--- src/rtl/hdlc_tx_pkg.sv ---
package hdlc_tx_pkg;
   typedef enum logic [1:0] {
      ST_FLAG = 2'd0,
      ST_DATA = 2'd1,
      ST_FCS  = 2'd2
   } tx_state_e;

   localparam logic [7:0]  FLAG_PATTERN = 8'h7E;
   localparam logic [31:0] POLY_16      = 32'h0000_1021;
   localparam logic [31:0] POLY_32      = 32'h04C1_1DB7;
   localparam int          STUFF_RUN    = 5;
   localparam int          FLAG_BITS    = 8;
endpackage

--- src/rtl/hdlc_tx_fcs.sv ---
module hdlc_tx_fcs #(
   parameter int          W    = 16,
   parameter logic [31:0] POLY = 32'h0000_1021
) (
   input  logic clk,
   input  logic rst_n,
   input  logic preset,
   input  logic step,
   input  logic din,
   input  logic shift,
   output logic bit_out
);
   if (W < 2 || W > 32) begin : g_bad_width
      $error("hdlc_tx_fcs: W must be within 2..32");
   end

   localparam logic [W-1:0] P = POLY[W-1:0];

   logic [W-1:0] rem;
   logic         fb;

   assign fb      = rem[W-1] ^ din;
   assign bit_out = ~rem[W-1];

   always_ff @(posedge clk or negedge rst_n) begin
      if (!rst_n) begin
         rem <= '1;
      end else if (preset) begin
         rem <= '1;
      end else if (step) begin
         rem <= {rem[W-2:0], 1'b0} ^ (fb ? P : '0);
      end else if (shift) begin
         rem <= {rem[W-2:0], 1'b1};
      end
   end
endmodule

--- src/rtl/hdlc_tx_stuffer.sv ---
module hdlc_tx_stuffer #(
   parameter int RUN = hdlc_tx_pkg::STUFF_RUN
) (
   input  logic clk,
   input  logic rst_n,
   input  logic stuffable,
   input  logic src_bit,
   output logic stuff_q
);
   if (RUN < 1) begin : g_bad_run
      $error("hdlc_tx_stuffer: RUN must be positive");
   end

   localparam int CNT_W = $clog2(RUN + 1);

   logic [CNT_W-1:0] run_cnt;

   always_ff @(posedge clk or negedge rst_n) begin
      if (!rst_n) begin
         run_cnt <= '0;
         stuff_q <= 1'b0;
      end else if (stuff_q) begin
         run_cnt <= '0;
         stuff_q <= 1'b0;
      end else if (!stuffable || !src_bit) begin
         run_cnt <= '0;
      end else if (run_cnt == CNT_W'(RUN - 1)) begin
         run_cnt <= '0;
         stuff_q <= 1'b1;
      end else begin
         run_cnt <= run_cnt + 1'b1;
      end
   end
endmodule

--- src/rtl/hdlc_tx_ctrl.sv ---
module hdlc_tx_ctrl
   import hdlc_tx_pkg::*;
#(
   parameter int DATA_W     = 8,
   parameter int FLAG_CNT_W = 4,
   parameter bit FCS32_EN   = 1'b1
) (
   input  logic                  clk,
   input  logic                  rst_n,
   input  logic [FLAG_CNT_W-1:0] flag_min,
   input  logic                  crc_wide,
   input  logic                  in_valid,
   input  logic [DATA_W-1:0]     in_data,
   input  logic                  in_last,
   output logic                  in_ready,
   input  logic                  stuff_q,
   input  logic                  fcs_bit,
   output logic                  src_bit,
   output logic                  stuffable,
   output logic                  fcs_preset,
   output logic                  fcs_step,
   output logic                  fcs_shift,
   output logic                  sel_q,
   output tx_state_e             cur_st,
   output logic [FLAG_CNT_W-1:0] nof_q
);
   localparam int IDX_W = 6;
   localparam int GAP_W = FLAG_CNT_W + 1;
   localparam int CMP_W = GAP_W + 1;

   tx_state_e              st;
   logic [IDX_W-1:0]       idx;
   logic [DATA_W-1:0]      shreg;
   logic                   last_q;
   logic                   first_q;
   logic [GAP_W-1:0]       gap_cnt;
   logic [GAP_W-1:0]       gap_inc;
   logic [FLAG_CNT_W-1:0]  eff_nof;
   logic                   adv;
   logic                   open_ok;
   logic                   flag_end;
   logic                   data_end;
   logic                   fcs_end;
   logic [IDX_W-1:0]       fcs_last_idx;
   logic                   take;

   assign adv          = !stuff_q;
   assign gap_inc      = (gap_cnt == '1) ? gap_cnt : gap_cnt + 1'b1;
   assign eff_nof      = first_q ? flag_min : nof_q;
   assign open_ok      = ({1'b0, gap_inc} >= ({2'b00, eff_nof} + CMP_W'(2)));
   assign fcs_last_idx = sel_q ? IDX_W'(31) : IDX_W'(15);
   assign flag_end     = (st == ST_FLAG) && (idx == IDX_W'(FLAG_BITS - 1));
   assign data_end     = (st == ST_DATA) && (idx == IDX_W'(DATA_W - 1));
   assign fcs_end      = (st == ST_FCS)  && (idx == fcs_last_idx);
   assign in_ready     = adv && ((flag_end && open_ok) || (data_end && !last_q));
   assign take         = in_ready && in_valid;

   assign stuffable  = (st != ST_FLAG);
   assign fcs_preset = take && (st == ST_FLAG);
   assign fcs_step   = adv && (st == ST_DATA);
   assign fcs_shift  = adv && (st == ST_FCS);
   assign cur_st     = st;

   always_comb begin
      unique case (st)
         ST_FLAG: src_bit = FLAG_PATTERN[idx[2:0]];
         ST_DATA: src_bit = shreg[0];
         default: src_bit = fcs_bit;
      endcase
   end

   always_ff @(posedge clk or negedge rst_n) begin
      if (!rst_n) begin
         st      <= ST_FLAG;
         idx     <= '0;
         shreg   <= '0;
         last_q  <= 1'b0;
         first_q <= 1'b1;
         gap_cnt <= GAP_W'(1);
         nof_q   <= '0;
         sel_q   <= 1'b0;
      end else if (adv) begin
         unique case (st)
            ST_FLAG: begin
               if (flag_end) begin
                  idx     <= '0;
                  gap_cnt <= gap_inc;
                  if (take) begin
                     st      <= ST_DATA;
                     shreg   <= in_data;
                     last_q  <= in_last;
                     first_q <= 1'b0;
                     sel_q   <= crc_wide & FCS32_EN;
                  end
               end else begin
                  idx <= idx + 1'b1;
               end
            end
            ST_DATA: begin
               if (data_end) begin
                  idx <= '0;
                  if (take) begin
                     shreg  <= in_data;
                     last_q <= in_last;
                  end else begin
                     st <= ST_FCS;
                  end
               end else begin
                  idx   <= idx + 1'b1;
                  shreg <= shreg >> 1;
               end
            end
            default: begin
               if (fcs_end) begin
                  st      <= ST_FLAG;
                  idx     <= '0;
                  gap_cnt <= '0;
                  nof_q   <= flag_min;
               end else begin
                  idx <= idx + 1'b1;
               end
            end
         endcase
      end
   end
endmodule

--- src/rtl/hdlc_tx_framer.sv ---
module hdlc_tx_framer
   import hdlc_tx_pkg::*;
#(
   parameter int DATA_W     = 8,
   parameter int FLAG_CNT_W = 4,
   parameter bit FCS32_EN   = 1'b1
) (
   input  logic                  clk,
   input  logic                  rst_n,
   input  logic [FLAG_CNT_W-1:0] flag_min,
   input  logic                  crc_wide,
   input  logic                  in_valid,
   input  logic [DATA_W-1:0]     in_data,
   input  logic                  in_last,
   output logic                  in_ready,
   output logic                  tx_bit
);
   if (DATA_W < 1 || DATA_W > 32) begin : g_bad_data_w
      $error("hdlc_tx_framer: DATA_W must be within 1..32");
   end
   if (FLAG_CNT_W < 1 || FLAG_CNT_W > 8) begin : g_bad_flag_w
      $error("hdlc_tx_framer: FLAG_CNT_W must be within 1..8");
   end

   logic                  stuff_q;
   logic                  src_bit;
   logic                  stuffable;
   logic                  fcs_preset;
   logic                  fcs_step;
   logic                  fcs_shift;
   logic                  fcs_bit;
   logic                  c16_bit;
   logic                  sel_q;
   tx_state_e             cur_st;
   logic [FLAG_CNT_W-1:0] nof_q;

   hdlc_tx_ctrl #(
      .DATA_W     (DATA_W),
      .FLAG_CNT_W (FLAG_CNT_W),
      .FCS32_EN   (FCS32_EN)
   ) u_ctrl (
      .clk        (clk),
      .rst_n      (rst_n),
      .flag_min   (flag_min),
      .crc_wide   (crc_wide),
      .in_valid   (in_valid),
      .in_data    (in_data),
      .in_last    (in_last),
      .in_ready   (in_ready),
      .stuff_q    (stuff_q),
      .fcs_bit    (fcs_bit),
      .src_bit    (src_bit),
      .stuffable  (stuffable),
      .fcs_preset (fcs_preset),
      .fcs_step   (fcs_step),
      .fcs_shift  (fcs_shift),
      .sel_q      (sel_q),
      .cur_st     (cur_st),
      .nof_q      (nof_q)
   );

   hdlc_tx_stuffer #(.RUN(STUFF_RUN)) u_stuff (
      .clk       (clk),
      .rst_n     (rst_n),
      .stuffable (stuffable),
      .src_bit   (src_bit),
      .stuff_q   (stuff_q)
   );

   hdlc_tx_fcs #(.W(16), .POLY(POLY_16)) u_fcs16 (
      .clk     (clk),
      .rst_n   (rst_n),
      .preset  (fcs_preset),
      .step    (fcs_step),
      .din     (src_bit),
      .shift   (fcs_shift),
      .bit_out (c16_bit)
   );

   if (FCS32_EN) begin : g_fcs32
      logic c32_bit;
      hdlc_tx_fcs #(.W(32), .POLY(POLY_32)) u_fcs32 (
         .clk     (clk),
         .rst_n   (rst_n),
         .preset  (fcs_preset),
         .step    (fcs_step),
         .din     (src_bit),
         .shift   (fcs_shift),
         .bit_out (c32_bit)
      );
      assign fcs_bit = sel_q ? c32_bit : c16_bit;
   end else begin : g_fcs16_only
      assign fcs_bit = c16_bit;
   end

   assign tx_bit = stuff_q ? 1'b0 : src_bit;
endmodule

--- config.mk ---
export PLATFORM = sky130hd
export DESIGN_NAME = hdlc_tx_framer
export DESIGN_NICKNAME = d
export VERILOG_FILES = /design/src/rtl/hdlc_tx_pkg.sv /design/src/rtl/hdlc_tx_fcs.sv /design/src/rtl/hdlc_tx_stuffer.sv /design/src/rtl/hdlc_tx_ctrl.sv /design/src/rtl/hdlc_tx_framer.sv
export SDC_FILE = /design/constraint.sdc
export NUM_CORES = 1
export LEC_CHECK = 0
export ABC_AREA = 1
export BUFFER_PORTS_ARGS = -buffer_cell sky130_fd_sc_hd__buf_2
export CAP_MARGIN = 20
export CORE_ASPECT_RATIO = 1.25
export CORE_MARGIN = 4
export CORE_UTILIZATION = 45
export CTS_CLUSTER_DIAMETER = 200
export DETAILED_ROUTE_END_ITERATION = 7
export PLACE_DENSITY = 0.72
export RECOVER_POWER = 50
export SYNTH_ARGS = -nofsm -noshare
export SYNTH_HDL_FRONTEND = slang
export SYNTH_HIERARCHICAL = 1
export SYNTH_SLANG_ARGS = --single-unit
--- constraint.sdc ---
create_clock -name clk -period 9.2 [get_ports clk]
set_input_delay 0.46 -clock clk [delete_from_list [all_inputs] [get_ports clk]]
set_output_delay 0.46 -clock clk [all_outputs]
set_load 0.01 [all_outputs]
* After elaboration in Yosys (flattened, before gate mapping)
Memory sizes are Yosys's and may differ from the RTL's. Index checks and enable logic that the tools add are counted.
Cells by class: mux-type cells 42, $lt $le $gt $ge 2, reductions and logical operators 29, bitwise logic cells 9, equal/unequal tests 10, $add $sub $neg 4
Operator list (number):
- $mux W32 | 3
- $mux W16 | 3
- $xor A32 B32 Y32 | 1
- $mux W27 | 1
- $mux W8 | 3
- $mux W5 | 4
- $mux W6 | 3
- $pmux W8 S2 | 1
- $xor A16 B16 Y16 | 1
- $mux W13 | 1
- $pmux W6 S2 | 1
- $reduce_and A4 Y1 | 3
- $logic_and A1 B1 Y1 | 10
- $mux W2 | 5
- $pmux W5 S2 | 1
- $mux W1 | 9
- $mux W3 | 3
- $add A6 B1 Y6 const B | 1
- $eq A6 B3 Y1 const B | 1
- $eq A6 B6 Y1 | 1
- $ge A5 B6 Y1 | 1
- $ne A2 B1 Y1 const B | 3
- $reduce_and A3 Y1 | 2
- $reduce_and A6 Y1 | 1
- 20 further kinds | 33
Storage, ports and cells: output and inout bits 2, logic and storage cells 109, bits of input ports 17, bits in read-only memories 8, memories kept 1, flip-flop bits (word level) 80
Memories:
- (name not given) | words 8, width 1, read ports 1, clocked after memory_dff 0, write ports 0, RTL line hdlc_tx_ctrl.sv:66 | ST_FLAG: src_bit = FLAG_PATTERN[idx[2:0]];

* Depth between registers and ports, before layout
Gate-level depths: netlist of run 1.
word-level depth 10, depth in mapped cells 20, depth with buffers taken out 20

* Modules after synthesis
The synthesis of run 1 kept the hierarchy.
Modules (own cells, without submodules):
- hdlc_tx_ctrl | sequential area each 703.2 um2, cells an instance 232, area an instance 1725.4 um2, instances 1
- hdlc_tx_fcs (g_fcs32.u_fcs32) | sequential area each 840.8 um2, cells an instance 182, area an instance 1605.3 um2, instances 1
- hdlc_tx_fcs (u_fcs16) | sequential area each 420.4 um2, cells an instance 71, area an instance 772.0 um2, instances 1
- hdlc_tx_stuffer | sequential area each 100.1 um2, cells an instance 18, area an instance 178.9 um2, instances 1
- hdlc_tx_framer | sequential area each 0.0 um2, cells an instance 6, area an instance 22.5 um2, instances 1

* Worst setup path before layout of run 1
OpenSTA, ideal clock, no wires.
path kind flip-flop to flip-flop, from register u_ctrl.first_q, to register g_fcs32.u_fcs32.rem[16], arrival time 2.890 ns, setup slack 6.252 ns, buffers on the path 2, data required time 9.142 ns, period minus slack after synthesis 2.948 ns, stages on the path, launching flop included 20, setup time 0.058 ns, cells stage by stage dfstp_2 -> clkbuf_1 -> nor2_1 -> a21oi_1 -> ha_1 -> xnor2_1 -> ha_1 -> nand2_1 -> nor2_1 -> nand2_1 -> nand3_1 -> nand2_1 -> nand2_2 -> nand2_4 -> nor2_2 -> o21ba_2 -> clkbuf_8 -> nand3_1 -> nand2_1 -> inv_1
On the way: longest elaborated chain between the ends 9, elaborated cells between the ends (all ways) 10, classes of those cells add/sub: 1; order compare: 1; mux: 2; reduce/logical: 6
RTL lines:
- start: declaration | RTL line hdlc_tx_ctrl.sv:35 | logic first_q;
- start signal: assignment | RTL line hdlc_tx_ctrl.sv:78 | first_q <= 1'b1;
- start signal: assignment | RTL line hdlc_tx_ctrl.sv:92 | first_q <= 1'b0;
- $mux W4 (*) | RTL line hdlc_tx_ctrl.sv:49 | assign eff_nof = first_q ? flag_min : nof_q;
- $add A4 B2 Y5 (*) | RTL line hdlc_tx_ctrl.sv:50 | assign open_ok = ({1'b0, gap_inc} >= ({2'b00, eff_nof} + CMP_W'(2)));
- $ge A5 B6 Y1 (*) | RTL line hdlc_tx_ctrl.sv:50
- $logic_and A1 B1 Y1 (*) | RTL line hdlc_tx_ctrl.sv:55 | assign in_ready = adv && ((flag_end && open_ok) || (data_end && !last_q));
- $logic_or A1 B1 Y1 (*) | RTL line hdlc_tx_ctrl.sv:55
- $logic_and A1 B1 Y1 (*) | RTL line hdlc_tx_ctrl.sv:55
- via in_ready | RTL line hdlc_tx_framer.sv:15 | output logic in_ready,
- $logic_and A1 B1 Y1 (*) | RTL line hdlc_tx_ctrl.sv:56 | assign take = in_ready && in_valid;
- $logic_and A1 B1 Y1 (*) | RTL line hdlc_tx_ctrl.sv:59 | assign fcs_preset = take && (st == ST_FLAG);
- via fcs_preset | RTL line hdlc_tx_framer.sv:28 | logic fcs_preset;
- $reduce_bool A3 Y1 (no line) / $mux W32 (equally long branches)
- end signal: assignment | RTL line hdlc_tx_fcs.sv:31 | rem <= {rem[W-2:0], 1'b0} ^ (fb ? P : '0);
- end signal: assignment | RTL line hdlc_tx_fcs.sv:33 | rem <= {rem[W-2:0], 1'b1};
- end: declaration | RTL line hdlc_tx_fcs.sv:19 | logic [W-1:0] rem;
Mark *: on every way through the listed nets, which the timed path passes. The rest lies on a longest branch. A chain may end at the register's enable or synchronous reset.

==> impl_metrics.toml, run 1 <==
[power]
powerDensity_mw_per_mm2 = 157.2
ir_drop_uv = 125.9
finalPower_uw = 747.6
p_leak_nw = 2.603

[finish]
fin_cells = 652
fillers = 853
final_layout_size_suffix_gt1_share_pct = 22.31
layout.nets = 552
area_growth_pct = 10.47
antenna_cells = 0

[sta]
post-route-min-period_ns = 3.827
whs_ns = 0.3617
fin_setup_tns_ns = 0
tightest_slew_ns = 4.074
rsz0062_at_grt = "false"
relSlewSlack_pct = -171.6
hold_viol = 0
clock.fmax_ghz = 0.2613
final.setup_skew_ns = 0.005634
period_share_pct = 41.59
setup_violations = 0
slew_viol_final = 81

[yosys]
ys_top_cells_by_count = "inv_1, nand2_1, dfstp_2, nor2_1, nand3_1"
syn_avg_cell_area_sq_um = 8.456
ys_seq_area_share_pct = 47.97
ys_top_cells_by_area = "dfstp_2, dfrtp_1, inv_1, nand2_1, nor2_1"
synth_top_area_cell = "dfstp_2"
synth-edff-count = 0
yosys_warnings = 6
synth_most_common_cell = "inv_1"
netlist_instances = 509
synth_nets = 537
syn_area_sq_mm = 0.004304
synth_seq_cells = 80
synth_top_area_share_pct = 30.52
yosysUniqueCellTypes = 35
async_reset_ff_share_pct = 100.0
synth_flop_cell = "dfstp_2"

[grt]
met1_usage_pct = 18.85
grt_pass1_wl_microns = 13610
grt_usage_pct = 15.17
top_usage_layer = "met2"
grt_use_met2_pct = 24.84
overflow = 0
met3_usage_pct = 3.777
grt_pass1_vias = 3133
grt_max_degree = 81
antenna_found_initial = 0

[route]
drt_iter0_drc = 166
viasPerCell = 4.903
vias = 3197
ant_nets = 0
routedWlPerCell_microns = 11.60
drt-total-wl_microns = 7561
drc = 0
dr.pass1.iters = 4

[setup_path]
arrival_ns = 3.31
rrSetupSlack_ns = 5.84
crit_family = "buffers and inverters"
critical-path-max-stage-delay_ns = 2.81
r2r-end = "g_fcs32.u_fcs32/rem[1]"
cp_cell_sequence = "clkbuf_1"
crit_required_ns = 8.69
crit_slowest_cell = "clkbuf_1"
worstPathBufferInverterCount = 1
path_max_fanout = 80
critPathLaunchType = "primary input"
reg2reg_from = "u_ctrl/gap_cnt[0]"
crit_path_end_kind = "async pin"
worstSetupPathType = "primary input to async pin"
rr_worst_depth = 18

[clock_network]
post_cts_resized = 0
cts_tree = "done"
cts_buffers = 9
clockRootBuffer = "clkbuf_16"
clk_latency_ns = 0.33
cts_setup_buffers = 0
cts.path.max_buffers = 2
htreeDepth = 3
path_clk_slew_ns = 0.06
cts_hold_buffers = 0
cts.sinks = 80

[run]
max_cap_violations = 1

[floorplan]
dieArea_sq_mm = 0.01120
initial_utilization_pct = 46.67
fp.dieW_microns = 95.48
die_y_microns = 117.3
fp.coreArea_sq_mm = 0.009223
pin_count = 19
num_rows = 39

[place]
dp.cells = 635
place_congestion = 0.8560
dp_hpwl_microns = 5010
port_buffers = 18

[min_path]
hold_start = "crc_wide"
holdCritPathClass = "primary input to flip-flop"
hold_depth = 3
hold_end = "u_ctrl/sel_q"

[status]
violations = "max-capacitance violations, max-slew violations"
outcome = "finished with violations"
worst max path at each step:
stage | from | end | cells past startpoint
after detailed placement | u_ctrl/first_q | g_fcs32.u_fcs32/rem[21] | 15
final | rst_n | u_stuff/run_cnt[0] | 1
after global routing | rst_n | u_stuff/run_cnt[0] | 1
after global placement | u_ctrl/first_q | g_fcs32.u_fcs32/rem[0] | 17
after floorplan | u_ctrl/first_q | g_fcs32.u_fcs32/rem[16] | 19
after CTS | u_ctrl/first_q | g_fcs32.u_fcs32/rem[21] | 15
report_power, final:
part	internal, mW	switching, mW
registers	0.355	0.000916
logic	0.00375	0.0101
clock network	0.242	0.135
total	0.601	0.146
flip-flops by register name, summed over array words and instances, names as in the netlist:
| register | count |
|---|---|
| g_fcs32.u_fcs32/rem | 32 |
| u_fcs16/rem | 16 |
| u_ctrl/shreg | 8 |
| u_ctrl/idx | 6 |
| u_ctrl/gap_cnt | 5 |
| u_ctrl/nof_q | 4 |
| u_stuff/run_cnt | 3 |
| u_ctrl/cur_st | 2 |
| u_ctrl/first_q | 1 |
| u_ctrl/last_q | 1 |
| u_ctrl/sel_q | 1 |
| u_stuff/stuff_q | 1 |
stage by stage:
step | utilization [%] | setup WS [ns] | area (sq um)
after floorplan | - | 6.252 | 4304
after global placement | 47.80 | 5.722 | 4408
after detailed placement | 47.80 | 5.625 | 4408
after CTS | 51.32 | 5.612 | 4733
after global routing | 51.55 | 4.487 | 4755
final | 51.55 | 5.373 | 4755
routing by layer:
metal | vias up | wire, microns
met3 | 7 | 233
li1 | 1628 | -
met2 | 28 | 3830
met5 | - | 0
met4 | 0 | 115
met1 | 1534 | 3382
final cells by class:
cell class                 instances  area (sq um)  area share, %
timing repair buffer              20         121.4          2.553
clock buffer                      12         279.0          5.868
inverter                         114         427.9          9.000
clock inverter                     4         46.29         0.9737
multi-input combinational        299          1662          34.95
sequential                        80          2064          43.42
tap                              123         153.9          3.237
placed cells by master, fill, tap and decap left out, types with 15 or more instances in the layout:
master,count
nand3_1,33
o21ai_0,15
dfrtp_1,30
dfstp_2,50
buf_2,17
nor2_1,45
nand4_1,17
nand2_1,106
inv_1,109
a22oi_1,20
kinds of logic after synthesis:
group                      count (synthesis)  synth area share (%)
and+or+nand+nor                          215                 22.38
buffers and inverters                    130                 13.43
DFF                                       80                 47.97
AOI/OAI and AO/OA                         67                 11.80
adders and majority gates                 11                 3.198
xor gates and xnor gates                   6                 1.221
No activity file was read; power rests on OpenSTA's default activity.
==> run 2: changes to the inputs <==
--- a/config.mk
+++ b/config.mk
@@ -5,7 +5,7 @@
 export SDC_FILE = /design/constraint.sdc
 export NUM_CORES = 1
 export LEC_CHECK = 0
-export ABC_AREA = 1
+export ABC_AREA = 0
 export BUFFER_PORTS_ARGS = -buffer_cell sky130_fd_sc_hd__buf_2
 export CAP_MARGIN = 20
 export CORE_ASPECT_RATIO = 1.25
==> constraint.sdc (replaced) <==
create_clock -name clk -period 3.6 [get_ports clk]
set_input_delay 0.18 -clock clk [delete_from_list [all_inputs] [get_ports clk]]
set_output_delay 0.18 -clock clk [all_outputs]
set_load 0.01 [all_outputs]
==> run 2 against run 1 <==
Effect of this change:
- the run still ends with max-capacitance violations, max-slew violations left
- highest routed layer unchanged
- worst hold slack lost 0.29 ns
- first-iteration DRC count is 4.8% higher
- largest power group is now sequential cells
- design area is 3.4% higher
- clock power grew to 2.8 times the previous value
- setup slack got worse by 5.1 ns
- final cell count fell by 11%
- sequential share of layout area decreased by 1.4 points
- non-clock buffer count up 12
==> impl_metrics.toml, run 2 <==
[status]
outcome = "finished with violations"
violations = "max-capacitance violations, max-slew violations"

[yosys]
syn_area_sq_mm = 0.004413
ys_seq_area_share_pct = 46.78
yosys_warnings = 6
yosysUniqueCellTypes = 64
synth_nets = 458
async_reset_ff_share_pct = 100.0
synth_seq_cells = 80
synth-edff-count = 0
synth_flop_cell = "dfstp_2"
ys_top_cells_by_area = "dfstp_2, dfrtp_1, nor2_1, mux2_2, nand2_1"
synth_most_common_cell = "nor2_1"
netlist_instances = 430
synth_top_area_share_pct = 29.77
synth_top_area_cell = "dfstp_2"
ys_top_cells_by_count = "nor2_1, dfstp_2, nand2_1, dfrtp_1"
syn_avg_cell_area_sq_um = 10.26

[finish]
fillers = 875
area_growth_pct = 11.37
final_util_pct = 51.15
layout.nets = 476
largest_reg_flops = 32
reg_top3 = "g_fcs32.u_fcs32/rem (32), u_fcs16/rem (16), u_ctrl/shreg (8)"
final_common_cell = "nor2_1"
layout_common_cells = "nor2_1, dfstp_2, nand2_1"
regArea_sq_mm = 0.002064
multi_input_area_sq_mm = 0.002097
antenna_cells = 0
final_layout_size_suffix_gt1_share_pct = 35.54
max_flop_register = "g_fcs32.u_fcs32/rem"

[sta]
slew_viol_final = 81
tightest_slew_ns = 1.930
hold_viol = 0
final.setup_skew_ns = 0.005049
period_share_pct = 91.98
post-route-min-period_ns = 3.311
rsz0062_at_grt = "false"
relSlewSlack_pct = -28.68
setup_violations = 0
fin_setup_tns_ns = 0
clock.fmax_ghz = 0.3020

[setup_path]
path_max_fanout = 10
arrival_ns = 3.54
crit_required_ns = 3.83
crit_path_end_kind = "flip-flop"
critPathLaunchType = "flip-flop"
worstSetupPathType = "flip-flop to flip-flop"
rr_worst_depth = 12

[clock_network]
cts_setup_buffers = 0
htreeDepth = 3
cts_tree = "done"
path_clk_slew_ns = 0.06
clockRootBuffer = "clkbuf_16"
cts_buffers = 9
cts_hold_buffers = 0
cts.path.max_buffers = 2
post_cts_resized = 0
clk_latency_ns = 0.33
cts.sinks = 80

[floorplan]
die_y_microns = 118.7
pin_count = 19
fp.dieW_microns = 96.58
num_rows = 40
dieArea_sq_mm = 0.01146
fp.coreArea_sq_mm = 0.009609
initial_utilization_pct = 45.92

[grt]
overflow = 0
grt_pass1_wl_microns = 14470
grt_pass1_vias = 3152
antenna_found_initial = 0
grt_max_degree = 81
grt_usage_pct = 16.04

[place]
place_congestion = 0.7941
port_buffers = 18
dp_hpwl_microns = 5777

[route]
dr.pass1.iters = 6
drc = 0
top_layer_used = "met4"
met1Wirelength_microns = 3894
drt_iter0_drc = 174
drt-total-wl_microns = 8638
dr_wl_met2_microns = 4323
vias = 3096
ant_nets = 0
routedWlPerCell_microns = 14.92
viasPerCell = 5.347
dr_wl_met3_microns = 229

[min_path]
hold_depth = 3
holdCritPathClass = "primary input to flip-flop"

[power]
powerDensity_mw_per_mm2 = 774.6
ir_drop_uv = 334.2
p_leak_nw = 2.058

[run]
max_cap_violations = 1
==> run 2: changes by cell type in the layout (fill, tap and decap cells not counted), sizes merged, moves of 19 or more <==
cell / delta
a22oi: -30
nor2: +33
a21oi: +25
inv: -100
nand2: -73
nand3: -28
nand2b: +19
mux2: +21
==> run 2: routing by layer <==
metal,vias up,GRT usage [%]
li1,1532,-
met1,1502,20.71
met2,45,25.47
met3,17,2.610
met4,0,8.158
met5,-,0
==> run 2: stage by stage <==
step                hold slack [ns]  instance area (sq um)  setup slack, ns  power [mW]  instances
global route                0.07301                   4915          0.06402       4.039        579
finish                      0.06702                   4915           0.2888       3.807        579
floorplan                   -0.1156                   4413           0.3374       2.551        430
detailed placement           0.4024                   4576           0.2112       2.773        563
CTS                         0.04304                   4921           0.1768       3.836        579
global placement             0.3904                   4576           0.3409       2.709        563
==> run 2: worst paths after layout <==
path,startpoint,endpoint,slack [ns]
hold / removal,flag_min[3],u_ctrl/nof_q[3],0.07
min in group asynchronous,rst_n,u_stuff/run_cnt[0],0.39
hold reg to reg,u_ctrl/nof_q[0],u_ctrl/nof_q[0],0.48
setup / recovery,u_ctrl/gap_cnt[0],g_fcs32.u_fcs32/rem[1],0.29
setup reg to reg,u_ctrl/gap_cnt[0],g_fcs32.u_fcs32/rem[1],0.29
max in group asynchronous,rst_n,u_ctrl/sel_q,2.07
==> run 2: cell type report <==
class / instances / share of cell area [%]
Sequential cell: 80 / 42.01
Timing Repair Buffer: 32 / 3.895
Clock buffer: 10 / 4.863
Tap cell: 126 / 3.208
Inverter: 15 / 1.197
Clock inverter: 6 / 2.164
Multi-Input combinational cell: 310 / 42.67
==> run 2: logic make-up (layout without fill, tap and decap cells) <==
kind of cell               count (synthesis)  after routing  share of synthesized area, %
and+or+nand+nor                          177            177                         19.54
buffers and inverters                     40             63                         5.812
xor gates and xnor gates                  10             10                         2.155
AOI/OAI and AO/OA                         87             87                         15.74
muxes                                     25             25                         6.861
DFF                                       80             80                         46.78
adders and majority gates                 11             11                         3.119
==> run 2: report_power, final <==
group / total [mW] / switching (mW) / leakage [nW] / internal (mW)
Combinational: 1.18 / 0.663 / 0.971 / 0.520
Sequential: 1.58 / 0.222 / 0.921 / 1.36
Clock: 1.05 / 0.353 / 0.166 / 0.692
==> run 2: worst max-delay path, stage by stage, from the launching register on <==
cell and delay (ns):
dfstp_2 0.57, ha_1 0.25, nand4_1 0.16, buf_4 0.19, xnor2_1 0.12, ha_1 0.28, nor2b_1 0.04, o21ai_1 0.23
a41oi_4 0.17, nor3_4 0.30, and2b_1 0.38, buf_4 0.23, a311oi_1 0.28
==> run 3: changes to the inputs <==
--- a/config.mk
+++ b/config.mk
@@ -11,6 +11,7 @@
 export CORE_ASPECT_RATIO = 1.25
 export CORE_MARGIN = 4
 export CORE_UTILIZATION = 45
+export CTS_BUF_LIST = sky130_fd_sc_hd__clkbuf_4
 export CTS_CLUSTER_DIAMETER = 200
 export DETAILED_ROUTE_END_ITERATION = 7
 export PLACE_DENSITY = 0.72
==> run 3 against run 2 <==
Effect of this change:
- the flow still finishes with violations (max-capacitance violations, max-slew violations)
- sequential cell count unchanged
- worst hold slack improved by 0.066 ns
- global-route usage about the same
- die area unchanged
- register-to-register slack got worse by 0.05 ns
==> impl_metrics.toml, run 3 (same netlist as run 2, synthesis figures left out) <==
[status]
outcome = "finished with violations"
violations = "max-capacitance violations, max-slew violations"

[run]
max_cap_violations = 1

[setup_path]
worstPathBufferInverterCount = 2
crit_family = "simple AND/OR/NAND/NOR gates"
r2r-end = "g_fcs32.u_fcs32/rem[1]"
critical-path-max-stage-delay_ns = 0.60
rrSetupSlack_ns = 0.24
crit_slowest_cell = "dfstp_2"
rr_worst_depth = 12
crit_required_ns = 3.93
arrival_ns = 3.69
critPathLaunchType = "flip-flop"
path_max_fanout = 10
worstSetupPathType = "flip-flop to flip-flop"
reg2reg_from = "u_ctrl/gap_cnt[0]"
cp_cell_sequence = "ha_1 > nand4_1 > buf_4 > xnor2_1 > ha_1 > nor2b_1 > o21ai_1 > a41oi_4 > nor3_4 > and2b_1 > buf_4 > a311oi_1"
crit_path_end_kind = "flip-flop"

[route]
routedWlPerCell_microns = 14.88
vias = 3180
ant_nets = 0
drt-total-wl_microns = 8826
dr.pass1.iters = 6
viasPerCell = 5.363
drc = 0
drt_iter0_drc = 162

[min_path]
hold_end = "u_ctrl/shreg[0]"
holdCritPathClass = "primary input to flip-flop"
hold_depth = 3
hold_start = "in_data[0]"

[finish]
final_layout_size_suffix_gt1_share_pct = 34.26
layout.nets = 490
largest_reg_flops = 32
multi_input_area_sq_mm = 0.002097
reg_top3 = "g_fcs32.u_fcs32/rem (32), u_fcs16/rem (16), u_ctrl/shreg (8)"
max_flop_register = "g_fcs32.u_fcs32/rem"
area_growth_pct = 10.75
regArea_sq_mm = 0.002064
fillers = 874
antenna_cells = 0
layout_common_cells = "nor2_1, dfstp_2, nand2_1"
final_common_cell = "nor2_1"
fin_area_sq_mm = 0.004887

[sta]
whs_ns = 0.1330
relSlewSlack_pct = -31.14
slew_viol_final = 81
clock.fmax_ghz = 0.2975
fin_setup_tns_ns = 0
rsz0062_at_grt = "false"
period_share_pct = 93.37
setup_slack_ns = 0.2385
tightest_slew_ns = 1.967
setup_violations = 0
hold_viol = 0
final.setup_skew_ns = 0.01589
post-route-min-period_ns = 3.361

[clock_network]
htreeDepth = 3
cts.path.max_buffers = 2
cts_buffers = 9
cts_setup_buffers = 0
clockRootBuffer = "clkbuf_4"
cts.sinks = 80
clk_latency_ns = 0.43
path_clk_slew_ns = 0.13
cts_tree = "done"

[power]
powerDensity_mw_per_mm2 = 703.2
finalPower_mw = 3.437
p_leak_nw = 2.041
ir_drop_uv = 287.2

[place]
place_ws_ns = 0.2112
placedInstanceArea_sq_mm = 0.004576
dp_hpwl_microns = 5777
place_congestion = 0.7941
port_buffers = 18

[floorplan]
dieArea_sq_mm = 0.01146
initial_utilization_pct = 45.92
fp.coreArea_sq_mm = 0.009609
die_y_microns = 118.7
fp.dieW_microns = 96.58
pin_count = 19
num_rows = 40

[grt]
overflow = 0
grt_usage_pct = 16.00
grt_max_degree = 81
grt_pass1_wl_microns = 14480
grt_pass1_vias = 3166
antenna_found_initial = 0
## run 3: cell types whose count changed in the layout (fill, tap and decap cells not counted)
| cell | delta |
|---|---|
| dlygate4sd3_1 | +14 |
| clkbuf_8 | -1 |
| clkbuf_16 | -9 |
| clkinv_1 | +1 |
| clkbuf_4 | +9 |
## run 3: routing by layer
layer  GRT usage (%)  up-vias  wire length [microns]
met3           2.546       28                    245
li1                -     1556                      -
met1           20.06     1539                   3937
met4           8.947        0                    330
met5               0        -                      0
met2           25.69       57                   4312
## run 3: final cells by class
cell class              instances  share of cell area [%]
well taps                     126                   3.226
flip-flops and latches         80                   42.24
clock buffers                   9                   1.382
multi-input cells             310                   42.91
repair buffers                 46                   6.784
inverters                      15                   1.203
clock inverters                 7                   2.253
## run 3: worst max path at each step
stage                 startpoint                      end  cells past startpoint
6_report       u_ctrl/gap_cnt[0]   g_fcs32.u_fcs32/rem[1]                     12
5_1_grt        u_ctrl/gap_cnt[0]          u_fcs16/rem[12]                     14
4_1_cts        u_ctrl/gap_cnt[0]   g_fcs32.u_fcs32/rem[1]                     12
3_5_place_dp   u_ctrl/gap_cnt[0]   g_fcs32.u_fcs32/rem[1]                     11
3_3_place_gp      u_ctrl/first_q   g_fcs32.u_fcs32/rem[1]                     11
2_1_floorplan  u_ctrl/gap_cnt[0]  g_fcs32.u_fcs32/rem[24]                     12
## run 3: worst register-to-register path: stages, from the launching register on
cell and delay, ns:
dfstp_2 0.60, ha_1 0.26, nand4_1 0.16, buf_4 0.19, xnor2_1 0.12, ha_1 0.28
nor2b_1 0.04, o21ai_1 0.24, a41oi_4 0.17, nor3_4 0.31, and2b_1 0.38, buf_4 0.23
a311oi_1 0.28
## run 3: per-stage QoR
stage / std cells / util, %
global placement: 563 / 47.62
CTS: 593 / 50.92
finish: 593 / 50.86
global route: 593 / 50.86
floorplan: 430 / -
detailed placement: 563 / 47.62
## run 3: what timing repair did
action / CTS / global route
gates resized for setup: 0 / 1
endpoints found under the hold margin: 43 / 0
setup endpoints to repair: 0 / 10
hold buffers: 14 / 0
## run 3: power breakdown
group	internal [mW]	switching, mW
registers	1.35	0.225
clock network	0.346	0.315
logic	0.530	0.668
